$ cat src/rtl/ec_pkg.sv
package ec_pkg;
  typedef enum logic {
    EDGE_FALL = 1'b0,
    EDGE_RISE = 1'b1
  } edge_e;

  localparam int unsigned SYNC_STAGES_DEF = 2;
  localparam int unsigned REJ_EDGES_DEF   = 2;
endpackage

$ cat src/rtl/ec_sync.sv
module ec_sync #(
  parameter int unsigned STAGES = 2
) (
  input  logic clk_i,
  input  logic rst_ni,
  input  logic d_i,
  output logic q_o
);
  logic [STAGES-1:0] chain_q;

  generate
    if (STAGES == 1) begin : g_one
      always_ff @(posedge clk_i or negedge rst_ni)
        if (!rst_ni) chain_q <= '0;
        else         chain_q <= d_i;
    end else begin : g_multi
      always_ff @(posedge clk_i or negedge rst_ni)
        if (!rst_ni) chain_q <= '0;
        else         chain_q <= {chain_q[STAGES-2:0], d_i};
    end
  endgenerate

  assign q_o = chain_q[STAGES-1];
endmodule

$ cat src/rtl/ec_rejector.sv
module ec_rejector #(
  parameter int unsigned REJ_EDGES = 2
) (
  input  logic clk_i,
  input  logic rst_ni,
  input  logic en_i,
  input  logic lvl_i,
  input  logic strobe_i,
  output logic lvl_o
);
  localparam int unsigned TALLY_W = $clog2(REJ_EDGES + 1);
  localparam logic [TALLY_W-1:0] LAST = TALLY_W'(REJ_EDGES - 1);

  logic               acc_q;
  logic               stb_q;
  logic [TALLY_W-1:0] tally_q;
  logic               stb_fall;

  assign stb_fall = stb_q & ~strobe_i;

  always_ff @(posedge clk_i or negedge rst_ni) begin
    if (!rst_ni) begin
      acc_q   <= 1'b0;
      stb_q   <= 1'b0;
      tally_q <= '0;
    end else begin
      stb_q <= strobe_i;
      if (!en_i) begin
        // track input so enabling the filter makes no edge
        acc_q   <= lvl_i;
        tally_q <= '0;
      end else if (lvl_i == acc_q) begin
        tally_q <= '0;
      end else if (stb_fall) begin
        if (tally_q == LAST) begin
          acc_q   <= lvl_i;
          tally_q <= '0;
        end else begin
          tally_q <= tally_q + 1'b1;
        end
      end
    end
  end

  assign lvl_o = acc_q;
endmodule

$ cat src/rtl/ec_edge.sv
module ec_edge
  import ec_pkg::*;
(
  input  logic clk_i,
  input  logic rst_ni,
  input  logic lvl_i,
  input  logic edge_sel_i,
  input  logic mode_i,
  output logic pulse_o
);
  logic  lvl_q;
  logic  pulse_q;
  logic  hit;
  edge_e sel;

  assign sel = edge_e'(edge_sel_i);

  always_comb begin
    unique case (sel)
      EDGE_RISE: hit = lvl_i & ~lvl_q;
      default:   hit = ~lvl_i & lvl_q;
    endcase
  end

  always_ff @(posedge clk_i or negedge rst_ni) begin
    if (!rst_ni) begin
      lvl_q   <= 1'b0;
      pulse_q <= 1'b0;
    end else begin
      lvl_q   <= lvl_i;
      pulse_q <= mode_i & hit;
    end
  end

  assign pulse_o = pulse_q;
endmodule

$ cat src/rtl/event_conditioner.sv
module event_conditioner
  import ec_pkg::*;
#(
  parameter int unsigned SYNC_STAGES = SYNC_STAGES_DEF,
  parameter int unsigned REJ_EDGES   = REJ_EDGES_DEF
) (
  input  logic clk_i,
  input  logic rst_ni,
  input  logic pin_i,
  input  logic strobe_i,
  input  logic edge_sel_i,
  input  logic filt_en_i,
  input  logic cnt_mode_i,
  output logic pulse_o
);
  logic sync_lvl;
  logic acc_lvl;
  logic cond_lvl;
  logic filt_on;
  logic rise_sel;

  // controls only matter in event-count mode
  assign filt_on  = cnt_mode_i & filt_en_i;
  assign rise_sel = cnt_mode_i & edge_sel_i;

  ec_sync #(.STAGES(SYNC_STAGES)) u_sync (
    .clk_i  (clk_i),
    .rst_ni (rst_ni),
    .d_i    (pin_i),
    .q_o    (sync_lvl)
  );

  ec_rejector #(.REJ_EDGES(REJ_EDGES)) u_rej (
    .clk_i    (clk_i),
    .rst_ni   (rst_ni),
    .en_i     (filt_on),
    .lvl_i    (sync_lvl),
    .strobe_i (strobe_i),
    .lvl_o    (acc_lvl)
  );

  assign cond_lvl = filt_on ? acc_lvl : sync_lvl;

  ec_edge u_edge (
    .clk_i      (clk_i),
    .rst_ni     (rst_ni),
    .lvl_i      (cond_lvl),
    .edge_sel_i (rise_sel),
    .mode_i     (cnt_mode_i),
    .pulse_o    (pulse_o)
  );
endmodule

$ cat config.mk
export PLATFORM = sky130hd
export DESIGN_NAME = event_conditioner
export DESIGN_NICKNAME = d
export VERILOG_FILES = /design/src/rtl/ec_pkg.sv /design/src/rtl/ec_sync.sv /design/src/rtl/ec_rejector.sv /design/src/rtl/ec_edge.sv /design/src/rtl/event_conditioner.sv
export SDC_FILE = /design/constraint.sdc
export NUM_CORES = 1
export LEC_CHECK = 0
export ABC_AREA = 1
export BUFFER_PORTS_ARGS = -buffer_cell sky130_fd_sc_hd__buf_2
export CAP_MARGIN = 20
export CORE_AREA = 10 10 47 49
export CTS_BUF_LIST = sky130_fd_sc_hd__clkbuf_4 sky130_fd_sc_hd__clkbuf_8
export DETAILED_ROUTE_END_ITERATION = 16
export DIE_AREA = 0 0 57 59
export GPL_TIMING_DRIVEN = 0
export PLACE_DENSITY_LB_ADDON = 0.12
export SETUP_SLACK_MARGIN = 0.3
export SLEW_MARGIN = 15
export SYNTH_ARGS = -nofsm -noshare
export SYNTH_HDL_FRONTEND = slang
export SYNTH_SLANG_ARGS = --single-unit
$ cat constraint.sdc
create_clock -name clk_i -period 1.2 [get_ports clk_i]
set_clock_uncertainty 0.15 [all_clocks]
set_input_delay 0.18 -clock clk_i [delete_from_list [all_inputs] [get_ports clk_i]]
set_output_delay 0.18 -clock clk_i [all_outputs]
set_load 0.02 [all_outputs]
; Yosys cells after proc, flatten, opt, wreduce, memory -nomap -nowiden
; Index checks and enable logic that the tools add are counted.
[op_classes]
addsub = 1
bitwise = 9
reduce_logical = 1
n_eq_ne = 6
muxes = 10
[ops]
columns = cell, n
row1 = two-way mux 2 bit, 4
row2 = bitwise AND 1 bit, 6
row3 = two-way mux 1 bit, 6
row4 = != test 2 x 1 -> 1 bit (second input constant), 2
row5 = != test 3 x 1 -> 1 bit (second input constant), 1
row6 = inverter 1 bit, 3
row7 = AND reduction 3 bit, 1
row8 = adder 2 x 1 -> 2 bit (second input constant), 1
row9 = equality test 2 x 1 -> 1 bit (second input constant), 1
row10 = != test 2 bit (second input constant), 1
row11 = equality test 1 bit, 1
[totals]
word_cells = 33
ff_bits = 8

; Logic depth before layout (Yosys ltp)
[logic_depth]
depth_word = 6
mapped_depth = 5
depth_no_buf = 5

; Modules after synthesis
; A second synthesis with hierarchy kept.
[unflattened]
hier_cells = 40
area_unflattened_um2 = 340.3
[by_module_without_submodules]
columns = mod, area_each_um2, n_inst, cells_per_inst, seq_area_each_um2
row1 = ec_rejector, 182.7, 1, 21, 100.1
row2 = ec_edge, 80.1, 1, 10, 50.0
row3 = ec_sync, 50.0, 1, 2, 50.0
row4 = event_conditioner, 27.5, 1, 7, 0.0

; Least setup slack after synthesis
; OpenSTA, ideal clock, no wires.
[synth_timing]
kind = flip-flop to flip-flop
startpoint = reg u_rej.stb_q
endpoint = reg u_rej.acc_q (netlist: u_rej.lvl_o)
setup_time_ps = 125
slack_ps = 242
period_less_slack_ps = 958
path_stages_with_launch = 6
arrival_time_ps = 683
path_cell_list = dfrtp_1 inv_1 nor2_1 nand3_1 nand2_1 nand3_1
[synth_between]
elab_chain_cells = 3
[synth_lines]
columns = element, line_no
row1 = start: declaration, ec_rejector.sv:15  ; logic stb_q;
row2 = start signal: assignment, ec_rejector.sv:27  ; stb_q <= strobe_i;
row3 = bitwise AND 1 bit, ec_rejector.sv:19  ; assign stb_fall = stb_q & ~strobe_i;
row4 = != test 2 x 1 -> 1 bit (no source line), --
row5 = AND reduction 3 bit (no source line), --
row6 = end signal: assignment, ec_rejector.sv:30  ; acc_q <= lvl_i;
row7 = end signal: assignment, ec_rejector.sv:36  ; acc_q <= lvl_i;
row8 = end: declaration, ec_rejector.sv:14  ; logic acc_q;
; Every way passes these cells.
; A chain may end at the register's enable or synchronous reset.

; Worst setup path in the final report
[layout_timing]
startpoint = reg u_edge.pulse_q (netlist: u_edge.pulse_o)
endpoint = out pulse_o
[layout_lines]
columns = element, line_no
row1 = start: declaration, ec_edge.sv:12  ; logic pulse_q;
row2 = start signal: assignment, ec_edge.sv:31  ; pulse_q <= mode_i & hit;
row3 = end: declaration, event_conditioner.sv:14  ; output logic pulse_o
; No word-level cell between the ends.

==> qor.txt <==
First-pass GRT wire length = 1130 µm
Sequential Power Share = 0.515
Per-cell routed wire length = 9.79 µm
Switching power share of the total = 0.240
Syn Area/Cell = 8.89 µm²
Min-delay src = cnt_mode_i
Die Span Y = 59 µm
Tmin final = 1.07 ns
Starting density of the core = 0.241
Period utilisation layout = 0.894
Core area = 1400 µm²
Fmax = 932 MHz
Vias in the first global route = 289
DRC viols = 0
Maximum vdd drop = 0.611 mV
Global Route Usage Sum = 0.0439
Antenna fix cells = 0
Slew headroom = 0.879
R2R Setup Slk = 0.18 ns
Gate Count Post-Synth = 38
Synth Register Bits = 8
Largest stage delay on the critical path = 0.37 ns
Share of layout cells above drive strength 1 = 0.353
Post-Syn Area = 338 µm²
Root Buffer = clkbuf_4
Gpl congestion = 0.705
CP endpoint kind = output port
Synth top area share = 0.593
Die span in x = 57 µm
Status = finished clean
Clk pwr share = 0.351
Area leader, netlist = dfrtp_1
Crit path buf inv count = 1
CTS Buf Count = 3
Setup Viol. Count Final = 0
Row count = 14
Routed Antenna Nets = 0
CP required = 0.87 ns
Fillers = 158
CTS tree = built
Clock buffer depth = 2
Unique masters post-synth = 9
Post-Syn Nets = 45
RSZ-0062 raised after global routing = true
PnR worst setup slack = 0.127 ns
Fin nets = 60
Setup bufs post-CTS = 0
Clk sink count = 8
Combinational share of power = 0.133
GRT overflow = 0
Critical path class = reg -> out
Yosys warns = 0
Vias = 273
Internal power = 0.432 mW
Largest net degree at the start of global routing = 9
Slowest-stage cell, CP = dfrtp_1
Worst-margin pin slew = 0.182 ns
Initial antenna violation count = 0
Hold crit path type = in -> reg
Io pins = 8
Max-slew violations = 0
Area growth syn-to-layout = 38.9%
CTS HTree Levels = 1
Synth area leaders = dfrtp_1 59%, nand2_1 7.8%, nor2_1 7.8%
Pre-antenna DRT Iters = 4
Input/output buffers = 7
WP data arrival = 0.74 ns
Static Leakage = 0.235 nW
CP Launch Point = u_edge.pulse_o$_DFF_PN0_
Cell Pwr Density = 1210 nW/µm²
Final Hold Fails = 0
CP cell instances = buf_6
Die area = 3360 µm²
CP startpoint kind = register
Average via count per standard cell = 4.07
Skew-Pair Late Insertion Delay = 0.25 ns
DRT Wirelength = 656 µm
Max FO, Critical Path = 1
Final setup TNS = 0 ns
Place WS = 0.189 ns
Seq/Total Area, Yosys = 0.593
Reg2reg start = u_rej.lvl_o$_DFFE_PN0P_
Clk pin slew, worst setup/hold paths = 0.05 ns
Worst path top cell family by delay = flip-flops
First DRT Iteration DRCs = 5
Sw power = 0.136 mW
Max-Cap Viols = 0
-- what timing repair did --
| action | CTS | global route |
|---|---|---|
| endpoints found under the hold margin | 10 | 0 |
| gates resized for setup | 3 | 2 |
| hold buffers | 3 | 0 |
| setup endpoints to repair | 5 | 5 |
| pin swaps | 1 | 0 |
-- metrics by stage --
step,util,area (µm²),cells,power (mW),hold slack (ns)
2_1_floorplan,-,345,38,0.331,-0.266
3_3_place_gp,0.286,400,61,0.357,-0.124
3_5_place_dp,0.286,400,61,0.359,-0.121
4_1_cts,0.331,464,67,0.577,0.0559
5_1_grt,0.335,469,67,0.607,0.0809
6_report,0.335,469,67,0.569,0.0669
-- synthesized netlist by cell type, drive strengths merged --
library cell,count
nand3,6
nor2,7
nand4,1
dfrtp,8
inv,6
a21oi,1
nand2,9
-- flip-flops by register name (all words and copies together), names as in the netlist --
| signal | flops |
|---|---|
| u_sync.chain_q | 2 |
| u_edge.lvl_q | 1 |
| u_rej.lvl_o | 1 |
| u_rej.tally_q | 2 |
| u_edge.pulse_o | 1 |
| u_rej.stb_q | 1 |
-- power groups by stage --
stage          sequential, mW  combinational, mW  clock [mW]
2_1_floorplan           0.299             0.0315           0
5_1_grt                 0.295             0.0854       0.227
6_report                0.293             0.0759       0.200
4_1_cts                 0.293             0.0746       0.209
3_3_place_gp            0.297             0.0606           0
3_5_place_dp            0.297             0.0619           0
-- placed cells by master (no fill, tap or decap) --
cell | Yosys | layout
buf_6 | 0 | 1
dfrtp_1 | 8 | 8
nand2_1 | 7 | 6
buf_2 | 0 | 6
nand3_2 | 1 | 2
nand2_2 | 2 | 3
nor2_1 | 7 | 5
nand4_1 | 1 | 1
clkbuf_4 | 0 | 3
a21oi_2 | 1 | 1
nor2_2 | 0 | 1
nor2_4 | 0 | 1
dlygate4sd3_1 | 0 | 3
inv_1 | 6 | 6
nand3_1 | 5 | 4
-- final cells by class --
class	count	area, µm²	share of cell area
repair buffers	10	71.3	0.152
multi-input cells	24	133	0.283
inverters	6	22.5	0.0480
well taps	16	20.0	0.0427
flip-flops and latches	8	200	0.427
clock buffers	3	22.5	0.0480
-- per-layer routing --
| metal | share of wire | vias to the layer above | wire length [µm] | track usage |
|---|---|---|---|---|
| li1 | - | 146 | - | - |
| met1 | 0.48 | 120 | 312 | 0.0457 |
| met2 | 0.46 | 5 | 303 | 0.0636 |
| met3 | 0.047 | 2 | 31 | 0.0150 |
| met4 | 0.012 | 0 | 8 | 0.0503 |
| met5 | 0 | - | 0 | 0 |
-- worst paths after layout --
| check | to | cells past startpoint |
|---|---|---|
| setup / recovery | pulse_o | 1 |
| hold / removal | u_edge.pulse_o$_DFF_PN0_ | 3 |
| setup reg to reg | u_edge.pulse_o$_DFF_PN0_ | 5 |
| hold reg to reg | u_sync.chain_q[1]$_DFF_PN0_ | 0 |
| max in group asynchronous | u_edge.pulse_o$_DFF_PN0_ | 2 |
| min in group asynchronous | u_sync.chain_q[1]$_DFF_PN0_ | 2 |
-- kinds of logic (layout without fill, tap and decap cells) --
family                 count (synthesis)  after routing  share of synthesized area
flip-flops                             8              8                      0.593
AO/OA/AOI/OAI                          1              1                     0.0259
buffers and inverters                  6             19                     0.0667
AND/OR/NAND/NOR                       23             23                      0.315
Note: power is estimated with default switching activity, not from simulation.
